==> src/rtl/irb_pkg.sv <==
package irb_pkg;

    // how an access reaches a register
    typedef enum logic [1:0] {
        WM_NONE  = 2'd0,
        WM_SET   = 2'd1,
        WM_CLR   = 2'd2,
        WM_PLAIN = 2'd3
    } wmode_e;

    // address bits that take part in the decode
    localparam logic [31:0] ADDR_KEEP = 32'h1FFF_FFFF;

    // offset of the clear alias from the set alias
    localparam logic [31:0] CLR_OFFSET = 32'd4;

    function automatic logic addr_hit(input logic [31:0] a, input logic [31:0] target);
        return ((a ^ target) & ADDR_KEEP) == 32'h0;
    endfunction

endpackage

==> src/rtl/irb_addr_decode.sv <==
module irb_addr_decode
    import irb_pkg::*;
#(
    parameter int          NUM_REGS   = 4,
    parameter int          NUM_PLAIN  = 1,
    parameter int          RIDX_W     = 2,
    parameter logic [31:0] BASE_ADDR  = 32'h0000_0400,
    parameter int          REG_STRIDE = 8
) (
    input  logic [31:0]       addr,
    output logic              hit,
    output logic [RIDX_W-1:0] idx,
    output wmode_e            mode
);

    logic [NUM_REGS-1:0] set_hit;
    logic [NUM_REGS-1:0] clr_hit;
    logic [NUM_REGS-1:0] is_dual;

    for (genvar i = 0; i < NUM_REGS; i++) begin : g_reg
        localparam logic [31:0] SET_A = BASE_ADDR + 32'(i * REG_STRIDE);
        localparam bit          DUAL  = (i < NUM_REGS - NUM_PLAIN);
        assign set_hit[i] = addr_hit(addr, SET_A);
        assign is_dual[i] = DUAL;
        if (DUAL) begin : g_dual
            assign clr_hit[i] = addr_hit(addr, SET_A + CLR_OFFSET);
        end else begin : g_plain
            assign clr_hit[i] = 1'b0;
        end
    end

    always_comb begin
        hit  = 1'b0;
        idx  = '0;
        mode = WM_NONE;
        for (int i = 0; i < NUM_REGS; i++) begin
            if (set_hit[i]) begin
                hit  = 1'b1;
                idx  = RIDX_W'(i);
                mode = is_dual[i] ? WM_SET : WM_PLAIN;
            end else if (clr_hit[i]) begin
                hit  = 1'b1;
                idx  = RIDX_W'(i);
                mode = WM_CLR;
            end
        end
    end

endmodule

==> src/rtl/irb_field_diff.sv <==
module irb_field_diff #(
    parameter int REG_W = 16,
    parameter int FW    = 1,
    localparam int NF   = REG_W / FW
) (
    input  logic [REG_W-1:0] old_v,
    input  logic [REG_W-1:0] new_v,
    output logic [NF-1:0]    changed,
    output logic [NF-1:0]    nonzero
);

    // field k occupies the k-th slice counted from the MSB
    for (genvar k = 0; k < NF; k++) begin : g_field
        localparam int HI = REG_W - 1 - k * FW;
        assign changed[k] = old_v[HI -: FW] != new_v[HI -: FW];
        assign nonzero[k] = |new_v[HI -: FW];
    end

endmodule

==> src/rtl/irb_event_seq.sv <==
module irb_event_seq #(
    parameter int MAXF  = 16,
    parameter int SRC_W = 6
) (
    input  logic             clk,
    input  logic             rst,
    input  logic             load,
    input  logic [MAXF-1:0]  load_pend,
    input  logic [MAXF-1:0]  load_on,
    input  logic [SRC_W-1:0] load_base,
    output logic             busy,
    output logic             evt_valid,
    output logic [SRC_W-1:0] evt_src,
    output logic             evt_on
);

    logic [MAXF-1:0]  pending;
    logic [MAXF-1:0]  on_vec;
    logic [SRC_W-1:0] base;
    logic [MAXF-1:0]  pick;
    int               pidx;

    // lowest pending field index comes first
    assign pick = pending & (~pending + 1'b1);

    always_comb begin
        pidx = 0;
        for (int k = 0; k < MAXF; k++) begin
            if (pick[k]) pidx = k;
        end
    end

    always_ff @(posedge clk) begin
        if (rst) begin
            pending <= '0;
            on_vec  <= '0;
            base    <= '0;
        end else if (load) begin
            pending <= load_pend;
            on_vec  <= load_on;
            base    <= load_base;
        end else begin
            pending <= pending & ~pick;
        end
    end

    assign evt_valid = |pending;
    assign busy      = |pending;
    assign evt_src   = base + SRC_W'(pidx);
    assign evt_on    = |(on_vec & pick);

    AST_SRC_ASCENDS: assert property (@(posedge clk) disable iff (rst)
        evt_valid |=> (!evt_valid || (evt_src > $past(evt_src))));

    AST_NO_LOAD_WHILE_BUSY: assert property (@(posedge clk) disable iff (rst)
        load |-> !evt_valid);

    AST_EVENTS_DRAIN: assert property (@(posedge clk) disable iff (rst)
        (evt_valid && !load) |=> ($countones(pending) < $past($countones(pending))));

endmodule

==> src/rtl/irq_alias_bank.sv <==
module irq_alias_bank
    import irb_pkg::*;
#(
    parameter int          REG_W      = 16,
    parameter int          NUM_MASK   = 2,
    parameter int          NUM_PRIO   = 2,
    parameter int          NUM_PLAIN  = 1,
    parameter int          PRIO_FW    = 4,
    parameter logic [31:0] BASE_ADDR  = 32'h0000_0400,
    parameter int          REG_STRIDE = 8,
    localparam int NUM_REGS = NUM_MASK + NUM_PRIO,
    localparam int PNF      = REG_W / PRIO_FW,
    localparam int NUM_SRC  = NUM_MASK * REG_W + NUM_PRIO * PNF,
    localparam int SRC_W    = $clog2(NUM_SRC),
    localparam int RIDX_W   = (NUM_REGS > 1) ? $clog2(NUM_REGS) : 1
) (
    input  logic             clk,
    input  logic             rst,
    input  logic             wr_en,
    input  logic             rd_en,
    input  logic [31:0]      addr,
    input  logic [REG_W-1:0] wdata,
    output logic [REG_W-1:0] rdata,
    output logic             busy,
    output logic             err,
    output logic             evt_valid,
    output logic [SRC_W-1:0] evt_src,
    output logic             evt_on
);

    logic [NUM_REGS-1:0][REG_W-1:0] regs;

    logic              hit;
    logic [RIDX_W-1:0] ridx;
    wmode_e            mode;

    logic [REG_W-1:0]  old_v;
    logic [REG_W-1:0]  new_v;
    logic              is_mask;
    logic              wr_ok;
    logic              load;

    logic [REG_W-1:0]  chg_m, on_m;
    logic [PNF-1:0]    chg_p, on_p;
    logic [REG_W-1:0]  pend_load, on_load;
    logic [SRC_W-1:0]  base_load;

    irb_addr_decode #(
        .NUM_REGS  (NUM_REGS),
        .NUM_PLAIN (NUM_PLAIN),
        .RIDX_W    (RIDX_W),
        .BASE_ADDR (BASE_ADDR),
        .REG_STRIDE(REG_STRIDE)
    ) u_dec (
        .addr(addr),
        .hit (hit),
        .idx (ridx),
        .mode(mode)
    );

    assign old_v   = regs[ridx];
    assign is_mask = int'(ridx) < NUM_MASK;
    assign wr_ok   = wr_en && !busy;
    assign load    = wr_ok && hit;

    always_comb begin
        unique case (mode)
            WM_SET:   new_v = old_v | wdata;
            WM_CLR:   new_v = old_v & ~wdata;
            WM_PLAIN: new_v = wdata;
            default:  new_v = old_v;
        endcase
    end

    irb_field_diff #(.REG_W(REG_W), .FW(1)) u_diff_mask (
        .old_v  (old_v),
        .new_v  (new_v),
        .changed(chg_m),
        .nonzero(on_m)
    );

    irb_field_diff #(.REG_W(REG_W), .FW(PRIO_FW)) u_diff_prio (
        .old_v  (old_v),
        .new_v  (new_v),
        .changed(chg_p),
        .nonzero(on_p)
    );

    always_comb begin
        if (is_mask) begin
            pend_load = chg_m;
            on_load   = on_m;
            base_load = SRC_W'(int'(ridx) * REG_W);
        end else begin
            pend_load = REG_W'(chg_p);
            on_load   = REG_W'(on_p);
            base_load = SRC_W'(NUM_MASK * REG_W + (int'(ridx) - NUM_MASK) * PNF);
        end
    end

    irb_event_seq #(.MAXF(REG_W), .SRC_W(SRC_W)) u_seq (
        .clk      (clk),
        .rst      (rst),
        .load     (load),
        .load_pend(pend_load),
        .load_on  (on_load),
        .load_base(base_load),
        .busy     (busy),
        .evt_valid(evt_valid),
        .evt_src  (evt_src),
        .evt_on   (evt_on)
    );

    always_ff @(posedge clk) begin
        if (rst) begin
            regs  <= '0;
            err   <= 1'b0;
            rdata <= '0;
        end else begin
            if (load) regs[ridx] <= new_v;
            if (wr_ok && !hit) err <= 1'b1;
            if (rd_en) rdata <= hit ? regs[ridx] : '0;
        end
    end

    AST_SET_KEEPS_BITS: assert property (@(posedge clk) disable iff (rst)
        (load && mode == WM_SET) |=> ((regs[$past(ridx)] & $past(old_v)) == $past(old_v)));

    AST_CLR_DROPS_BITS: assert property (@(posedge clk) disable iff (rst)
        (load && mode == WM_CLR) |=> ((regs[$past(ridx)] & $past(wdata)) == '0));

    AST_BUSY_FREEZES: assert property (@(posedge clk) disable iff (rst)
        busy |=> $stable(regs));

    AST_UNMAPPED_NO_WRITE: assert property (@(posedge clk) disable iff (rst)
        (wr_en && !hit) |=> $stable(regs));

    AST_ERR_STICKY: assert property (@(posedge clk) disable iff (rst)
        err |=> err);

    AST_UNMAPPED_READ_ZERO: assert property (@(posedge clk) disable iff (rst)
        (rd_en && !hit) |=> (rdata == '0));

endmodule

==> config.mk <==
export PLATFORM = sky130hd
export DESIGN_NAME = irq_alias_bank
export DESIGN_NICKNAME = d
export VERILOG_FILES = /design/src/rtl/irb_pkg.sv /design/src/rtl/irb_addr_decode.sv /design/src/rtl/irb_field_diff.sv /design/src/rtl/irb_event_seq.sv /design/src/rtl/irq_alias_bank.sv
export SDC_FILE = /design/constraint.sdc
export NUM_CORES = 1
export LEC_CHECK = 0
export BUFFER_PORTS_ARGS = -buffer_cell sky130_fd_sc_hd__buf_2
export CORE_ASPECT_RATIO = 0.8
export CORE_MARGIN = 5
export CORE_UTILIZATION = 40
export DETAILED_ROUTE_END_ITERATION = 8
export SLEW_MARGIN = 20
export SYNTH_ARGS = -nofsm -noshare
export SYNTH_HDL_FRONTEND = slang
export SYNTH_HIERARCHICAL = 1
export SYNTH_SLANG_ARGS = --single-unit
export TNS_END_PERCENT = 20
==> constraint.sdc <==
create_clock -name clk -period 4.65 [get_ports clk]
set_input_delay 0.6975 -clock clk [delete_from_list [all_inputs] [get_ports clk]]
set_output_delay 0.6975 -clock clk [all_outputs]
set_load 0.05 [all_outputs]
# After elaboration in Yosys (flattened, before gate mapping)
# Cells that the tools add are included.
classes:
  addsub: 4
  n_lt_le_gt_ge: 3
  n_eq_ne: 23
  mux: 45
  bitwise: 15
  reduce_logical: 19
ops:
  columns: ["cell", "n"]
  rows:
  - ["32-bit logical NOT", 7]
  - ["16-bit 2-to-1 mux", 6]
  - ["16-bit bitwise AND", 4]
  - ["64-bit bitwise mux", 1]
  - ["16-bit NOT", 3]
  - ["16-bit case mux with 3 select lines", 1]
  - ["16-bit binary-select mux with 2-bit select", 1]
  - ["16-bit demux with 2-bit select", 1]
  - ["4-bit 2-to-1 mux", 8]
  - ["16-bit OR reduction", 2]
  - ["2-bit 2-to-1 mux", 12]
  - ["16-bit by 1-bit adder with 16-bit output (second input constant)", 1]
  - ["1-bit inequality test", 16]
  - ["4-bit inequality test", 4]
  - ["16-bit bitwise OR", 1]
  - ["4-bit OR reduction", 4]
  - ["3-bit 2-to-1 mux", 4]
  - ["1-bit 2-to-1 mux", 10]
  - ["3-bit NOT", 3]
  - ["6-bit by 4-bit adder with 6-bit output", 1]
  - ["6-bit by 5-bit adder with 6-bit output (first input constant)", 1]
  - ["6-bit 2-to-1 mux", 1]
  - ["2-bit NOT", 3]
  - ["2-bit == test (second input constant)", 2]
  - ["8 further kinds", 12]
word_totals:
  regBits: 119
  wordCells: 118

# Logic depth before layout (Yosys ltp)
logic_depth:
  depth_word: 19
  mapped_depth: 15
  mapped_depth_nobuf: 12

# Cells and area by module
# Netlist, hierarchy kept.
by_module_without_submodules:
  columns: ["mod", "instances", "cells_each", "area_each_um2", "seq_area_each_um2"]
  rows:
  - ["irq_alias_bank", 1, 378, 3937.5, 1621.6]
  - ["irb_event_seq", 1, 228, 1958.1, 760.7]
  - ["irb_field_diff at u_diff_mask", 1, 32, 260.2, 0.0]
  - ["irb_field_diff at u_diff_prio", 1, 24, 195.2, 0.0]
  - ["irb_addr_decode", 1, 21, 123.9, 0.0]

# Least setup slack after synthesis
# No wires, ideal clock.
synth_timing:
  kind: "register to output"
  from: "register u_seq.pending[0]"
  to: "output port evt_src[4]"
  arrival_ns: 3.588
  required_time_ns: 3.953
  path_slack_ns: 0.365
  stages_incl_launch_ff: 15
  cell_sequence: "dfxtp_1 -> buf_6 -> or3_1 -> buf_2 -> or4_4 -> buf_6 -> or3_1 -> o211ai_1 -> ha_1 -> inv_1 -> fa_1 -> inv_1 -> a21o_1 -> a21oi_1 -> xnor2_1"
synth_between:
  elab_chain_cells: 19
synth_rtl:
  columns: ["item", "line_no", "rtl"]
  rows:
  - ["start: declaration", "irb_event_seq.sv:17", "logic [MAXF-1:0] pending;"]
  - ["start signal: assignment", "irb_event_seq.sv:39", "pending <= load_pend;"]
  - ["start signal: assignment", "irb_event_seq.sv:43", "pending <= pending & ~pick;"]
  - ["16-bit NOT (*)", "irb_event_seq.sv:24", "assign pick = pending & (~pending + 1'b1);"]
  - ["16-bit by 1-bit adder with 16-bit output (*)", "irb_event_seq.sv:24", null]
  - ["16-bit bitwise AND (*)", "irb_event_seq.sv:24", null]
  - ["1-bit 2-to-1 mux", "irb_event_seq.sv:29", "if (pick[k]) pidx = k;"]
  - ["2-bit 2-to-1 mux (2 in series)", "irb_event_seq.sv:29", null]
  - ["3-bit 2-to-1 mux (4 in series)", "irb_event_seq.sv:29", null]
  - ["4-bit 2-to-1 mux (7 in series)", "irb_event_seq.sv:29", null]
  - ["4-bit 2-to-1 mux (*)", "irb_event_seq.sv:29", null]
  - ["6-bit by 4-bit adder with 6-bit output (*)", "irb_event_seq.sv:49", "assign evt_src = base + SRC_W'(pidx);"]
  - ["end: declaration", "irq_alias_bank.sv:27", "output logic [SRC_W-1:0] evt_src,"]
# Mark *: on every way between the ends. The rest lies on a longest branch, timed or not.

# Worst setup path in the final report
layout_timing:
  from: "register u_seq.pending[1]"
  to: "output port evt_src[4]"
layout_between:
  elab_chain_cells: 19
layout_rtl:
  columns: ["item", "line_no"]
  rows:
  - ["16-bit NOT", "irb_event_seq.sv:24"]
  - ["16-bit by 1-bit adder with 16-bit output", "irb_event_seq.sv:24"]
  - ["16-bit bitwise AND (*)", "irb_event_seq.sv:24"]
  - ["1-bit 2-to-1 mux", "irb_event_seq.sv:29"]
  - ["2-bit 2-to-1 mux (2 in series)", "irb_event_seq.sv:29"]
  - ["3-bit 2-to-1 mux (4 in series)", "irb_event_seq.sv:29"]
  - ["4-bit 2-to-1 mux (7 in series)", "irb_event_seq.sv:29"]
  - ["4-bit 2-to-1 mux (*)", "irb_event_seq.sv:29"]
  - ["6-bit by 4-bit adder with 6-bit output (*)", "irb_event_seq.sv:49"]
# Marks and branches as above.

==> summary.md <==
| Metric | Value |
|---|---|
| Cts hold-fix bufs | 0 |
| Yosys reg bits | 119 |
| Placement Setup Slack | 0.479 ns |
| TritonCTS Sinks | 119 |
| Net Sw Power | 0.000496 W |
| Synth Warn # | 6 |
| Number of max-cap violations | 0 |
| Worst EP arrival | 3.69 ns |
| Die Wd | 152 µm |
| Worst relative slew slack | 23.2% |
| Later-pin clock latency in the skew report | 0.41 ns |
| Crit path time final | 4.39 ns |
| Worst slew pin tran | 1.15 ns |
| Final hold vios | 0 |
| Adder-cell share of the synthesized area | 1.08% |
| First-pass GRT wire length | 28600 µm |
| Worst EP required | 3.95 ns |
| Post-CTS Setup Bufs | 0 |
| Slew Viols, Final | 0 |
| Cell Area, Synth | 0.00647 mm² |
| Switch share | 20.4% |
| Period utilisation layout | 94.4% |
| Netlist cell types | 61 |
| Per-cell routed wire length | 18.8 µm |
| Synth Instances | 683 |
| Die Y | 124 µm |
| Simple-gate share of the synthesized area | 14.5% |
| Worst hold start | regs[33] |
| RSZ-0062 raised after global routing | no |
| Final ANT Viol Nets | 0 |
| Post-synthesis xor/xnor area fraction | 5.00% |
| Setup Skew | 0.00577 ns |
| Max H-tree Level | 4 |
| Seq/Total Area, Yosys | 36.8% |
| Compound-Gate Fraction of Synth Area | 20.4% |
| Final setup violation count | 0 |
| Residual DRC count | 0 |
| Largest family of logic cells by synthesized area | compound AO/OA/AOI/OAI gates |
| Share of cells above drive strength 1 | 23.2% |
| Area overhead of the layout relative to synthesis | 16.5% |
| Main synth FF type | dfxtp_1 |
| Power per Cell Area | 322 mW/mm² |
| Die ar. | 0.0188 mm² |
| CTS max path bufs | 2 |
| Ant. Diodes | 0 |
| Clk pin slew, worst setup/hold paths | 0.05 ns |
| Most used cell, CP | inv_1 |
| Min-delay worst type | reg -> reg |
| Setup TNS | 0 ns |
| DP HPWL | 12300 µm |
| All-Layer GR Usage | 19.1% |
| Root Buffer | clkbuf_16 |
| EDFF count, synth | 0 |
| Critical Path, Cell by Cell | or3_4 > or4_4 > or3_1 > o211ai_1 > ha_1 > inv_1 > fa_1 > inv_1 > a21o_1 > a21oi_1 > xnor2_1 > buf_2 |
| CP endpoint kind | primary output |
| DR iter-0 viols | 355 |
| Synth async-reset ratio | 0% |
| Outcome | finished clean |
| Core footprint | 0.0159 mm² |
| Max Fclk | 228 MHz |
| Leak Pwr | 3.12 nW |
| Largest fanout on the critical path | 8 |
| Mux share of post-synthesis cell area | 15.3% |
| Routability congestion estimate | 0.913 |
| Setup ws final | 0.260 ns |
| Crit-path slowest cell | or4_4 |
| Row cnt | 41 |
| DR vias/cell | 5.73 |
| Avg Cell Area, Syn | 9.48 µm² |
| IR drop worst, VDD | 0.252 mV |
| Crit path kind | reg -> out |
| Port buffer count | 74 |
| Nets | 781 |
| CTS tree | built |
| WP buf/inv | 3 |
| Initial core utilization | 40.8% |
| Max stage delay on crit path | 0.51 ns |
| Final wirelength | 17800 µm |
| Pre-antenna DRT Iters | 5 |
| Initial antenna violation count | 0 |
| Sequential power share | 42.1% |
| Hold WS | 0.459 ns |
| Delay-heaviest family, CP | simple AND/OR/NAND/NOR gates |
| Total CTS buffers | 17 |
| Vias in the first global route | 5397 |
| Critical path startpoint category | flip-flop |
| CP Launch Point | u_seq/pending[1] |
| CTS-repair resized insts | 0 |
| Largest net degree at the start of global routing | 51 |
| Top-Level Pins | 78 |
| P_int | 0.00193 W |
| Combinational power share | 2.4% |
| Via count | 5451 |
| Clock group share of total power | 55.5% |
| RR Startpoint | u_seq/pending[1] |
| GRT overflow | 0 |
[logic make-up (layout without fill, tap and decap cells)]
group                    after synthesis  in the layout
AO/OA/AOI/OAI                        176            176
XOR/XNOR                              37             37
adder cells (fa/ha/maj)                5              5
buffers and inverters                 83            134
flip-flops                           119            119
multiplexers                          78             78
other                                  1              3
AND/OR/NAND/NOR                      184            184
[power groups by stage]
| stage | registers, W | clock network, W | logic, W |
|---|---|---|---|
| 3_5_place_dp | 0.00104 | 0 | 0.0000586 |
| 6_report | 0.00102 | 0.00135 | 0.0000591 |
| 5_1_grt | 0.00102 | 0.00142 | 0.0000635 |
| 4_1_cts | 0.00102 | 0.00137 | 0.0000587 |
| 3_3_place_gp | 0.00104 | 0 | 0.0000555 |
| 2_1_floorplan | 0.00105 | 0 | 0.0000215 |
[layout by cell type, fill, tap and decap left out, types with 5 or more instances in the layout]
| cell type | Yosys | final |
|---|---|---|
| dfxtp_1 | 119 | 119 |
| buf_2 | 7 | 74 |
| nand2_1 | 57 | 57 |
| mux2i_1 | 54 | 54 |
| nor2_1 | 42 | 41 |
| o211ai_1 | 36 | 36 |
| a22o_1 | 32 | 32 |
| o21ai_1 | 29 | 30 |
| nor2b_1 | 27 | 27 |
| o21ai_0 | 25 | 24 |
| xnor2_1 | 20 | 20 |
| a21oi_1 | 18 | 18 |
| clkbuf_16 | 0 | 17 |
| xor2_1 | 17 | 17 |
| mux4_2 | 16 | 16 |
| buf_4 | 18 | 14 |
| a32oi_2 | 12 | 12 |
| inv_1 | 11 | 11 |
| mux2_2 | 8 | 8 |
| nor4_1 | 12 | 8 |
| or4_1 | 6 | 6 |
| clkinv_2 | 0 | 5 |
| nand4_1 | 5 | 5 |
| nand3_1 | 5 | 5 |
[metal layers]
layer / share of wire (%) / GRT usage (%) / up-vias
met1: 47 / 25.6 / 2638
met5: 0 / 0 / -
met4: 1.1 / 4.72 / 0
met2: 44 / 30.7 / 203
li1: - / - / 2589
met3: 7.6 / 5.70 / 21
[worst register-to-register path, cell delays in order (launching register included)]
cell and delay, ns:
dfxtp_1 0.36, or3_4 0.46, or4_4 0.51, nor4b_4 0.37
nand2b_1 0.21, nand3b_1 0.35, inv_1 0.42, inv_1 0.34
and3_1 0.25, a21oi_1 0.11, nor2_1 0.05
[synth_stat cells (2+ instances only)]
| cell type | n | area share (%) |
|---|---|---|
| and3_1 | 4 | 0.39 |
| a32oi_1 | 4 | 0.54 |
| or2_1 | 2 | 0.19 |
| nor4_1 | 12 | 1.2 |
| nor2_1 | 42 | 2.4 |
| a31oi_1 | 2 | 0.19 |
| nor3b_1 | 2 | 0.23 |
| nand2_1 | 57 | 3.3 |
| mux2i_1 | 54 | 8.3 |
| o21ai_1 | 29 | 2.2 |
| or4_1 | 6 | 0.70 |
| o221ai_1 | 2 | 0.27 |
| clkbuf_1 | 35 | 2.0 |
| o22ai_1 | 2 | 0.19 |
| nand3b_1 | 3 | 0.35 |
| a32oi_2 | 12 | 3.0 |
| and2_1 | 3 | 0.29 |
| a21o_1 | 2 | 0.23 |
| inv_1 | 11 | 0.64 |
| nand4_1 | 5 | 0.48 |
| ha_1 | 4 | 0.77 |
| nand3_1 | 5 | 0.39 |
| mux4_2 | 16 | 5.6 |
| buf_4 | 18 | 2.1 |
| nand2b_1 | 2 | 0.19 |
| dfxtp_1 | 119 | 37 |
| buf_2 | 7 | 0.54 |
| xor2_1 | 17 | 2.3 |
| xnor2_1 | 20 | 2.7 |
| o21ai_0 | 25 | 1.9 |
| nor3_1 | 2 | 0.15 |
| o211ai_1 | 36 | 4.2 |
| o32ai_1 | 2 | 0.27 |
| buf_6 | 7 | 1.2 |
| a22o_1 | 32 | 4.3 |
| nor2b_1 | 27 | 2.6 |
| buf_1 | 3 | 0.17 |
| a21oi_1 | 18 | 1.4 |
| or3_1 | 5 | 0.48 |
| mux2_2 | 8 | 1.4 |
[layout make-up]
type | instances | area (µm²)
Inverter | 12 | 45.0
Tap cell | 215 | 269
Clock buffer | 22 | 484
Multi-Input combinational cell | 483 | 3700
Fill cell | 1487 | 8310
Timing Repair Buffer | 91 | 536
Clock inverter | 9 | 123
Sequential cell | 119 | 2380
[worst paths after layout]
check,end,slack (ns),cells past startpoint
hold / removal,regs[33],0.46,2
setup reg to reg,u_seq/pending[1],1.09,10
hold reg to reg,regs[33],0.46,2
setup / recovery,evt_src[4],0.26,12
[per-stage QoR]
step	cell area, µm²	std cells	total power, W	utilization, %
2_1_floorplan	6480	685	0.00107	-
3_3_place_gp	6920	920	0.00110	43.6
3_5_place_dp	6920	920	0.00110	43.6
4_1_cts	7520	951	0.00245	47.5
5_1_grt	7540	951	0.00250	47.6
6_report	7540	951	0.00243	47.6
[state kept, by name (all words and copies together), names as in the netlist]
signal and count:
u_seq/pending 16, u_seq/on_vec 16, u_seq/base 6, regs 64, err 1, rdata 16
Note: power is estimated with default switching activity, not from simulation.
